==> config.mk <==
export PLATFORM = sky130hd
export DESIGN_NAME = i2c_slave
export DESIGN_NICKNAME = d
export VERILOG_FILES = /design/src/rtl/i2c_slave.sv
export SDC_FILE = /design/constraint.sdc
export NUM_CORES = 1
export LEC_CHECK = 0
export BUFFER_PORTS_ARGS = -buffer_cell sky130_fd_sc_hd__buf_2
export CAP_MARGIN = 20
export CORE_MARGIN = 2
export CORE_UTILIZATION = 30
export CTS_CLUSTER_SIZE = 16
export DETAILED_ROUTE_END_ITERATION = 10
export GPL_ROUTABILITY_DRIVEN = 0
export PLACE_DENSITY = 0.53
export REMOVE_ABC_BUFFERS = 1
export SETUP_SLACK_MARGIN = 0.1
export SYNTH_ARGS = -nofsm -noshare
export SYNTH_HDL_FRONTEND = slang
export SYNTH_SLANG_ARGS = --single-unit
==> constraint.sdc <==
create_clock -name clk -period 2.57 [get_ports clk]
set_input_delay 0.1285 -clock clk [delete_from_list [all_inputs] [get_ports clk]]
set_output_delay 0.1285 -clock clk [all_outputs]
set_load 0.05 [all_outputs]
==> src/rtl/i2c_slave.sv <==
module i2c_slave #(
  parameter int ADDR_W = 7,
  parameter int DATA_W = 8
) (
  input  logic              clk,
  input  logic              rst_n,
  input  logic              slave_en,
  input  logic [ADDR_W-1:0] own_addr,
  input  logic              scl_i,
  input  logic              sda_i,
  output logic              sda_oe,
  input  logic              tx_wr,
  input  logic [DATA_W-1:0] tx_wdata,
  input  logic              rx_rd,
  output logic [DATA_W-1:0] rx_data,
  output logic              rx_ready,
  output logic              slave_acc,
  output logic              slave_rd,
  output logic              end_acc,
  output logic              tx_done,
  input  logic              stat_clr
);
  localparam int CNT_W = $clog2(DATA_W + 1);
  localparam logic [CNT_W-1:0] FULL = CNT_W'(DATA_W);
  localparam logic [CNT_W-1:0] LAST = CNT_W'(DATA_W - 1);

  typedef enum logic [2:0] {
    S_IDLE, S_ADDR, S_AACK, S_WDAT, S_WACK, S_RDAT, S_RACK, S_SKIP
  } state_t;

  state_t            st;
  logic [1:0]        scl_sy, sda_sy;
  logic              scl_q, sda_q;
  logic [DATA_W-1:0] sh, thr;
  logic [CNT_W-1:0]  cnt;
  logic              mack;

  wire scl_s   = scl_sy[1];
  wire sda_s   = sda_sy[1];
  wire scl_rise = scl_s & ~scl_q;
  wire scl_fall = ~scl_s & scl_q;
  wire start_c = scl_s & scl_q & sda_q & ~sda_s;
  wire stop_c  = scl_s & scl_q & ~sda_q & sda_s;

  always_ff @(posedge clk or negedge rst_n) begin
    if (!rst_n) begin
      scl_sy <= 2'b11;
      sda_sy <= 2'b11;
      scl_q  <= 1'b1;
      sda_q  <= 1'b1;
    end else begin
      scl_sy <= {scl_sy[0], scl_i};
      sda_sy <= {sda_sy[0], sda_i};
      scl_q  <= scl_s;
      sda_q  <= sda_s;
    end
  end

  always_ff @(posedge clk or negedge rst_n) begin
    if (!rst_n) thr <= '0;
    else if (tx_wr) thr <= tx_wdata;
  end

  always_ff @(posedge clk or negedge rst_n) begin
    if (!rst_n) begin
      st        <= S_IDLE;
      sh        <= '0;
      cnt       <= '0;
      mack      <= 1'b0;
      sda_oe    <= 1'b0;
      rx_data   <= '0;
      rx_ready  <= 1'b0;
      slave_acc <= 1'b0;
      slave_rd  <= 1'b0;
      end_acc   <= 1'b0;
      tx_done   <= 1'b0;
    end else begin
      if (rx_rd) rx_ready <= 1'b0;
      if (stat_clr) begin
        end_acc <= 1'b0;
        tx_done <= 1'b0;
      end
      if (!slave_en) begin
        st        <= S_IDLE;
        sda_oe    <= 1'b0;
        slave_acc <= 1'b0;
      end else if (start_c || stop_c) begin
        st     <= start_c ? S_ADDR : S_IDLE;
        cnt    <= '0;
        sda_oe <= 1'b0;
        if (slave_acc) begin
          slave_acc <= 1'b0;
          end_acc   <= 1'b1;
          if (slave_rd) tx_done <= 1'b1;
        end
      end else begin
        case (st)
          S_ADDR, S_WDAT: begin
            if (scl_rise) begin
              sh  <= {sh[DATA_W-2:0], sda_s};
              cnt <= cnt + 1'b1;
            end else if (scl_fall && cnt == FULL) begin
              if (st == S_WDAT) begin
                rx_data  <= sh;
                rx_ready <= 1'b1;
                sda_oe   <= 1'b1;
                st       <= S_WACK;
              end else if (sh[DATA_W-1:1] == own_addr) begin
                sda_oe    <= 1'b1;
                slave_acc <= 1'b1;
                slave_rd  <= sh[0];
                st        <= S_AACK;
              end else begin
                st <= S_SKIP;
              end
            end
          end
          S_AACK, S_WACK: begin
            if (scl_fall) begin
              cnt <= '0;
              if (st == S_AACK && slave_rd) begin
                sh     <= thr;
                sda_oe <= ~thr[DATA_W-1];
                st     <= S_RDAT;
              end else begin
                sda_oe <= 1'b0;
                st     <= S_WDAT;
              end
            end
          end
          S_RDAT: begin
            if (scl_fall) begin
              if (cnt == LAST) begin
                sda_oe <= 1'b0;
                st     <= S_RACK;
              end else begin
                cnt    <= cnt + 1'b1;
                sh     <= {sh[DATA_W-2:0], 1'b0};
                sda_oe <= ~sh[DATA_W-2];
              end
            end
          end
          S_RACK: begin
            if (scl_rise) mack <= ~sda_s;
            else if (scl_fall) begin
              cnt <= '0;
              if (mack) begin
                sh     <= thr;
                sda_oe <= ~thr[DATA_W-1];
                st     <= S_RDAT;
              end else begin
                st <= S_SKIP;
              end
            end
          end
          default: sda_oe <= 1'b0;
        endcase
      end
    end
  end
endmodule


==> metrics.md, run 1 <==
| Metric | Value |
|---|---|
| Yosys top cell area share | `0.4328` |
| P&R area growth vs syn | `19.99%` |
| P_int | `0.001317 W` |
| PD cells | `739.2 nW/µm²` |
| Insertion delay to the later sink of the worst-skew pair | `0.31 ns` |
| Port bufs | `36` |
| Hold Worst Slack | `0.01731 ns` |
| Max-cap violation count | `0` |
| Clock share of power | `0.294` |
| Critical Path Source Type | `register` |
| Die Wd | `89.58 µm` |
| Flop pwr share | `0.489` |
| WS Path Type | `register to register` |
| DR pass1 iterations | `4` |
| Routed WL | `4711 µm` |
| WP buf/inv | `1` |
| Synth async-reset ratio | `1.000` |
| Total GRT Usage | `0.1246` |
| Crit path max fanout | `9` |
| Ports | `37` |
| Antenna viol nets, final | `0` |
| M1 wire length | `2413 µm` |
| Row count | `31` |
| Cell count after placement | `335` |
| WP data required | `2.77 ns` |
| Setup Buffers After CTS | `0` |
| Setup Skew | `0.009552 ns` |
| Setup TNS Final | `0 ns` |
| Cells along the critical path | `inv_1 > ha_1 > nand3b_4 > or3_4 > nor3_4 > mux2_2` |
| Final setup fails | `0` |
| TritonCTS clock tree | `yes` |
| Syn Area/Cell | `10.67 µm²` |
| Hold Crit Class | `input pin to register` |
| Delay-heaviest family, CP | `simple AND/OR/NAND/NOR gates` |
| Avg WL per Cell | `13.58 µm` |
| Number of distinct library cells after synthesis | `48` |
| Sw frac | `0.3244` |
| Die height | `89.58 µm` |
| Max-slew headroom | `0.6172` |
| Global-route wire length before repair | `7555 µm` |
| FMAX | `0.4946 GHz` |
| WP data arrival | `2.22 ns` |
| Vias in the first global route | `1528` |
| Ys flop type | `dfrtp_1` |
| Synthesis warning total | `0` |
| Final HPWL DP | `3397 µm` |
| H-tree depth | `2` |
| Peak VDD IR | `296.4 µV` |
| # fillers | `729` |
| Final std cells w/o fill | `347` |
| Antenna violations before repair | `0` |
| Main area contributors after synthesis | `dfrtp_1 43%, mux2_2 9.7%, dfstp_2 7.2%, nand2_1 4.1%, a31oi_1 2.8%` |
| Worst-case clock buffer depth | `2` |
| Core ar. | `7176 µm²` |
| Max incr delay on CP | `0.43 ns` |
| Post-synth EDFFs | `0` |
| Share of cells above drive strength 1 | `0.3185` |
| Initial core utilization | `0.3062` |
| Seq/Total Area, Yosys | `0.5046` |
| Largest net degree at the start of global routing | `45` |
| Lkg Pwr | `1.227 nW` |
| Most common cell in the netlist | `dfrtp_1` |
| Yosys top cell by area | `dfrtp_1` |
| Synthesized area | `2197 µm²` |
| Vias | `1656` |
| Top Layer Used | `met4` |
| Final hold vios | `0` |
| Combinational Power Share | `0.217` |
| Commonest cells post-synth | `38 x dfrtp_1, 24 x nand2_1, 19 x mux2_2` |
| Status | `complete, no violations` |
| Grt total ovfl | `0` |
| Switching power | `0.0006321 W` |
| DR iter-0 viols | `114` |
| Clk sink count | `44` |
| Die ar. | `8025 µm²` |
| Remaining DRCs | `0` |
| Pin slew with the least headroom to its limit | `0.5704 ns` |
| Post-synthesis instance total | `206` |
| Yosys reg bits | `44` |
| Vias per cell | `4.772` |
| Clock Pin Slew Worst Setup and Hold Paths | `0.09 ns` |
| RSZ-0062 raised after global routing | `false` |
| CTS buffer count | `5` |
| Number of diodes | `0` |
| Period Utilization, post-route | `0.7868` |
| Met3 wire len | `177 µm` |
| WL met2 | `2029 µm` |
| Slew Limit Fails | `0` |
| Layout Nets | `272` |
| Slowest-stage cell, CP | `dfrtp_1` |
| CTS Root Cell | `clkbuf_8` |
| Tmin final | `2.022 ns` |
| Crit end category | `register` |
[layout by cell type (no fill, tap or decap), drive strengths merged, types with 3 or more instances in the layout]
| master | n |
|---|---|
| dfrtp | 38 |
| buf | 38 |
| nand2 | 24 |
| mux2 | 19 |
| nor2 | 14 |
| inv | 10 |
| a31oi | 10 |
| o21ai | 8 |
| a21oi | 7 |
| xor2 | 7 |
| clkbuf | 6 |
| dfstp | 6 |
| nor2b | 5 |
| o21a | 5 |
| nand3 | 4 |
| nand2b | 3 |
| a211oi | 3 |
| a22oi | 3 |
| dlygate4sd3 | 3 |
| nor3 | 3 |
[sequential cells by signal, indices dropped and copies added, names as in the netlist, 2 cells and up]
name / count
rx_data: 8
sh: 8
thr: 8
cnt: 4
st: 3
scl_sy: 2
sda_sy: 2
[path summary, 6_finish.rpt]
kind,from,end,slack (ns),cells past startpoint
worst max-delay path,cnt[0],rx_data[1],0.55,6
worst min-delay path,stat_clr,tx_done,0.02,2
worst max register to register,cnt[0],rx_data[1],0.55,6
worst min register to register,sda_sy[0],sda_sy[1],0.36,0
max in group asynchronous,rst_n,sda_sy[1],1.77,3
min in group asynchronous,rst_n,rx_ready,0.24,2
[per-stage QoR]
stage               worst slack [ns]  power [W]  instance area [µm²]  utilization
floorplan                     0.6893   0.001233                 2153            -
global placement              0.5589   0.001381                 2465       0.3435
detailed placement            0.5271   0.001386                 2465       0.3435
CTS                           0.5163   0.001968                 2606       0.3632
global route                  0.4199   0.002066                 2636       0.3674
finish                        0.5480   0.001949                 2636       0.3674
[cell type report]
class	count	area [µm²]	area share
Multi-Input combinational cell	145	1007	0.3821
Tap cell	99	123.9	0.04699
Sequential cell	44	1109	0.4205
Clock inverter	2	38.79	0.01471
Inverter	10	37.54	0.01424
Clock buffer	6	82.58	0.03132
Timing Repair Buffer	41	237.7	0.09018
[kinds of logic after synthesis]
group / Yosys count / synth area share
and+or+nand+nor: 67 / 0.1663
AOI/OAI and AO/OA: 49 / 0.1515
DFF: 44 / 0.5046
muxes: 19 / 0.09738
buffers and inverters: 17 / 0.03702
xor gates and xnor gates: 8 / 0.03189
adders and majority gates: 2 / 0.01139
[power groups by stage]
stage / logic, W / clock network [W] / registers, W
6_report: 0.000422 / 0.000573 / 0.000953
3_3_place_gp: 0.000414 / 0 / 0.000967
5_1_grt: 0.000477 / 0.000612 / 0.000977
3_5_place_dp: 0.000420 / 0 / 0.000966
4_1_cts: 0.000424 / 0.000592 / 0.000952
2_1_floorplan: 0.000312 / 0 / 0.000922
[layer usage]
layer  up-vias  global-route usage
met1       792              0.1807
met4         0             0.05970
met3         8             0.02651
met2        33              0.1758
li1        823                   -
met5         -                   0
[what timing repair did]
item / CTS / global route
hold buffers: 2 / 1
gates resized for setup: 0 / 0
hold endpoints to repair: 2 / 13
Power figures use the tool's default switching activity.
==> inputs of run 2 (changes only) <==
- ABC_AREA: unset -> 1
- clock period: 2.57 -> 2 ns (I/O delays scaled with it)
==> run 2 against run 1 <==
Net effect:
- synthesized cell count is 29% higher
- routed wire length decreased by 3.8%
- sequential cell count unchanged
- final cell count up 18%
- clock skew is 0.0011 ns lower
- clock power down 7.3%
- critical endpoint is now sh[2]
- largest power group is now combinational cells
==> metrics.md, run 2 <==
| Metric | Value |
|---|---|
| Clock Pin Slew Worst Setup and Hold Paths | `0.07 ns` |
| Max-slew headroom | `0.6351` |
| Largest net degree at the start of global routing | `45` |
| Final HPWL DP | `3361 µm` |
| Sw frac | `0.4230` |
| DR pass1 iterations | `4` |
| Setup Skew | `0.008498 ns` |
| H-tree depth | `2` |
| Synth async-reset ratio | `1.000` |
| Status | `complete, no violations` |
| Insertion delay to the later sink of the worst-skew pair | `0.30 ns` |
| PD cells | `1161 nW/µm²` |
| Final setup fails | `0` |
| Synthesized area | `2231 µm²` |
| TritonCTS clock tree | `yes` |
| Most frequent cells in the layout | `81 x nand2_1, 38 x dfrtp_1, 36 x buf_2, 29 x inv_1, 20 x nor2_1` |
| Final std cells w/o fill | `411` |
| RSZ-0062 raised after global routing | `false` |
| Yosys top cell area share | `0.4262` |
| Combinational Power Share | `0.438` |
| Placed Area | `2526 µm²` |
| Antenna viol nets, final | `0` |
| Hold buffer count at CTS | `4` |
| Grt total ovfl | `0` |
| Antenna violations before repair | `0` |
| Clock share of power | `0.173` |
| Most common cell in the netlist | `nand2_1` |
| Critical Path Source Type | `register` |
| Period Utilization, post-route | `0.8346` |
| Setup Buffers After CTS | `0` |
| Total GRT Usage | `0.1227` |
| Port bufs | `36` |
| Cell count after placement | `399` |
| DR iter-0 viols | `58` |
| Number of distinct library cells after synthesis | `29` |
| Lkg Pwr | `1.339 nW` |
| Pwr Total | `0.003074 W` |
| Commonest cells post-synth | `81 x nand2_1, 38 x dfrtp_1, 29 x inv_1` |
| Hold Crit Class | `input pin to register` |
| Die Wd | `90.24 µm` |
| Number of diodes | `0` |
| Share of cells above drive strength 1 | `0.2788` |
| Seq/Total Area, Yosys | `0.4969` |
| Setup TNS Final | `0 ns` |
| WP data required | `2.18 ns` |
| Crit path max fanout | `15` |
| Max-cap violation count | `0` |
| WS Path Type | `register to register` |
| Core ar. | `7214 µm²` |
| FMAX | `0.5991 GHz` |
| # fillers | `767` |
| Switching power | `0.001300 W` |
| Synthesis warning total | `0` |
| Final hold vios | `0` |
| Row count | `31` |
| Avg WL per Cell | `11.03 µm` |
| P&R area growth vs syn | `18.68%` |
| Crit end category | `register` |
| Yosys top cell by area | `dfrtp_1` |
| CTS Root Cell | `clkbuf_8` |
| Flop pwr share | `0.389` |
| Commonest non-fill, non-tap cell in the layout | `nand2_1` |
| Post-route cell area | `2648 µm²` |
| P_int | `0.001774 W` |
| Syn Area/Cell | `8.387 µm²` |
| Slew Limit Fails | `0` |
| WP data arrival | `1.85 ns` |
| Peak VDD IR | `320.0 µV` |
| Remaining DRCs | `0` |
| Biggest regs | `rx_data: 8 flops, sh: 8 flops, thr: 8 flops` |
| Post-synth EDFFs | `0` |
| Vias | `1708` |
| Routed WL | `4534 µm` |
| Clk sink count | `44` |
| Layout Nets | `336` |
| Tmin final | `1.669 ns` |
| Yosys reg bits | `44` |
| Die ar. | `8142 µm²` |
| Ys flop type | `dfrtp_1` |
| Area of the multi-input gates | `963.4 µm²` |
| Worst R2R Path Depth | `9` |
| Global-route wire length before repair | `8100 µm` |
| WHS Path Cells | `3` |
| Placement Setup Slack | `0.3270 ns` |
| CTS buffer count | `5` |
| Die height | `90.24 µm` |
| Vias per cell | `4.156` |
| Initial core utilization | `0.3092` |
| Pin slew with the least headroom to its limit | `0.5473 ns` |
| Ports | `37` |
| Main area contributors after synthesis | `dfrtp_1 43%, nand2_1 14%, dfstp_2 7.1%, inv_1 4.9%, o21ai_0 3.6%` |
| Vias in the first global route | `1702` |
| Worst-case clock buffer depth | `2` |
| Post-synthesis instance total | `266` |
| Flip-flop and latch area | `1109 µm²` |
| Final worst slack | `0.3307 ns` |
| Post-cts resize count | `0` |
## run 2: cell count changes after synthesis, moves of 8 or more
cell,change
nand2_1,+57
inv_1,+19
mux2_2,-12
o21ai_1,+12
a31oi_1,-10
o21ai_0,+9
nand3_1,+8
o21ai_2,+8
## run 2: path summary, 6_finish.rpt
| check | start | to | slack (ns) |
|---|---|---|---|
| max | sda_sy[1] | sh[2] | 0.33 |
| min | tx_wdata[0] | thr[0] | 0.02 |
| max reg2reg | sda_sy[1] | sh[2] | 0.33 |
| min reg2reg | scl_sy[0] | scl_sy[1] | 0.36 |
| max in group asynchronous | rst_n | scl_q | 1.21 |
| min in group asynchronous | rst_n | sh[6] | 0.41 |
## run 2: cell families (layout without fill, tap and decap cells)
logic type / after synthesis / after routing / share of synthesized area
xor+xnor: 2 / 2 / 0.007853
buf+inv: 40 / 86 / 0.07122
mux: 7 / 7 / 0.03534
fa+ha+maj: 2 / 2 / 0.01122
compound gates: 45 / 45 / 0.1301
flops: 44 / 44 / 0.4969
simple gates: 126 / 126 / 0.2473
## run 2: final cells by class
type | instances | share of cell area
Tap cell | 99 | 0.04679
Clock inverter | 1 | 0.001890
Inverter | 36 | 0.05104
Clock buffer | 7 | 0.02883
Timing Repair Buffer | 42 | 0.08885
Sequential cell | 44 | 0.4187
Multi-Input combinational cell | 182 | 0.3639
## run 2: power by group through the flow
stage               clock (W)  combinational, W  sequential [W]
detailed placement          0           0.00135         0.00121
finish               0.000531           0.00135         0.00120
CTS                  0.000556           0.00137         0.00120
global route         0.000603           0.00155         0.00122
global placement            0           0.00135         0.00121
floorplan                   0           0.00103         0.00122
## run 2: routing by layer
metal	track usage	wire, µm	up-vias	share of wire
li1	-	-	929	-
met1	0.1665	2300	741	0.51
met2	0.1867	1974	32	0.44
met3	0.03269	203	6	0.045
met4	0.04744	56	0	0.012
met5	0	0	-	0
## run 2: stage by stage
stage | util | hold slack [ns]
finish | 0.3670 | 0.01730
CTS | 0.3670 | 0.02320
detailed placement | 0.3502 | 0.2072
floorplan | - | -0.1956
global route | 0.3670 | 0.03440
global placement | 0.3502 | 0.2070
## run 2: critical path, cell delays in order, from the launching register on
cell and delay (ns):
dfstp_2 0.56, inv_2 0.04, nand2_1 0.10, a21oi_4 0.10, nor2_4 0.21, nand2_2 0.09
nor2_4 0.13, nand2_4 0.16, nand2_1 0.11, o21ai_2 0.05
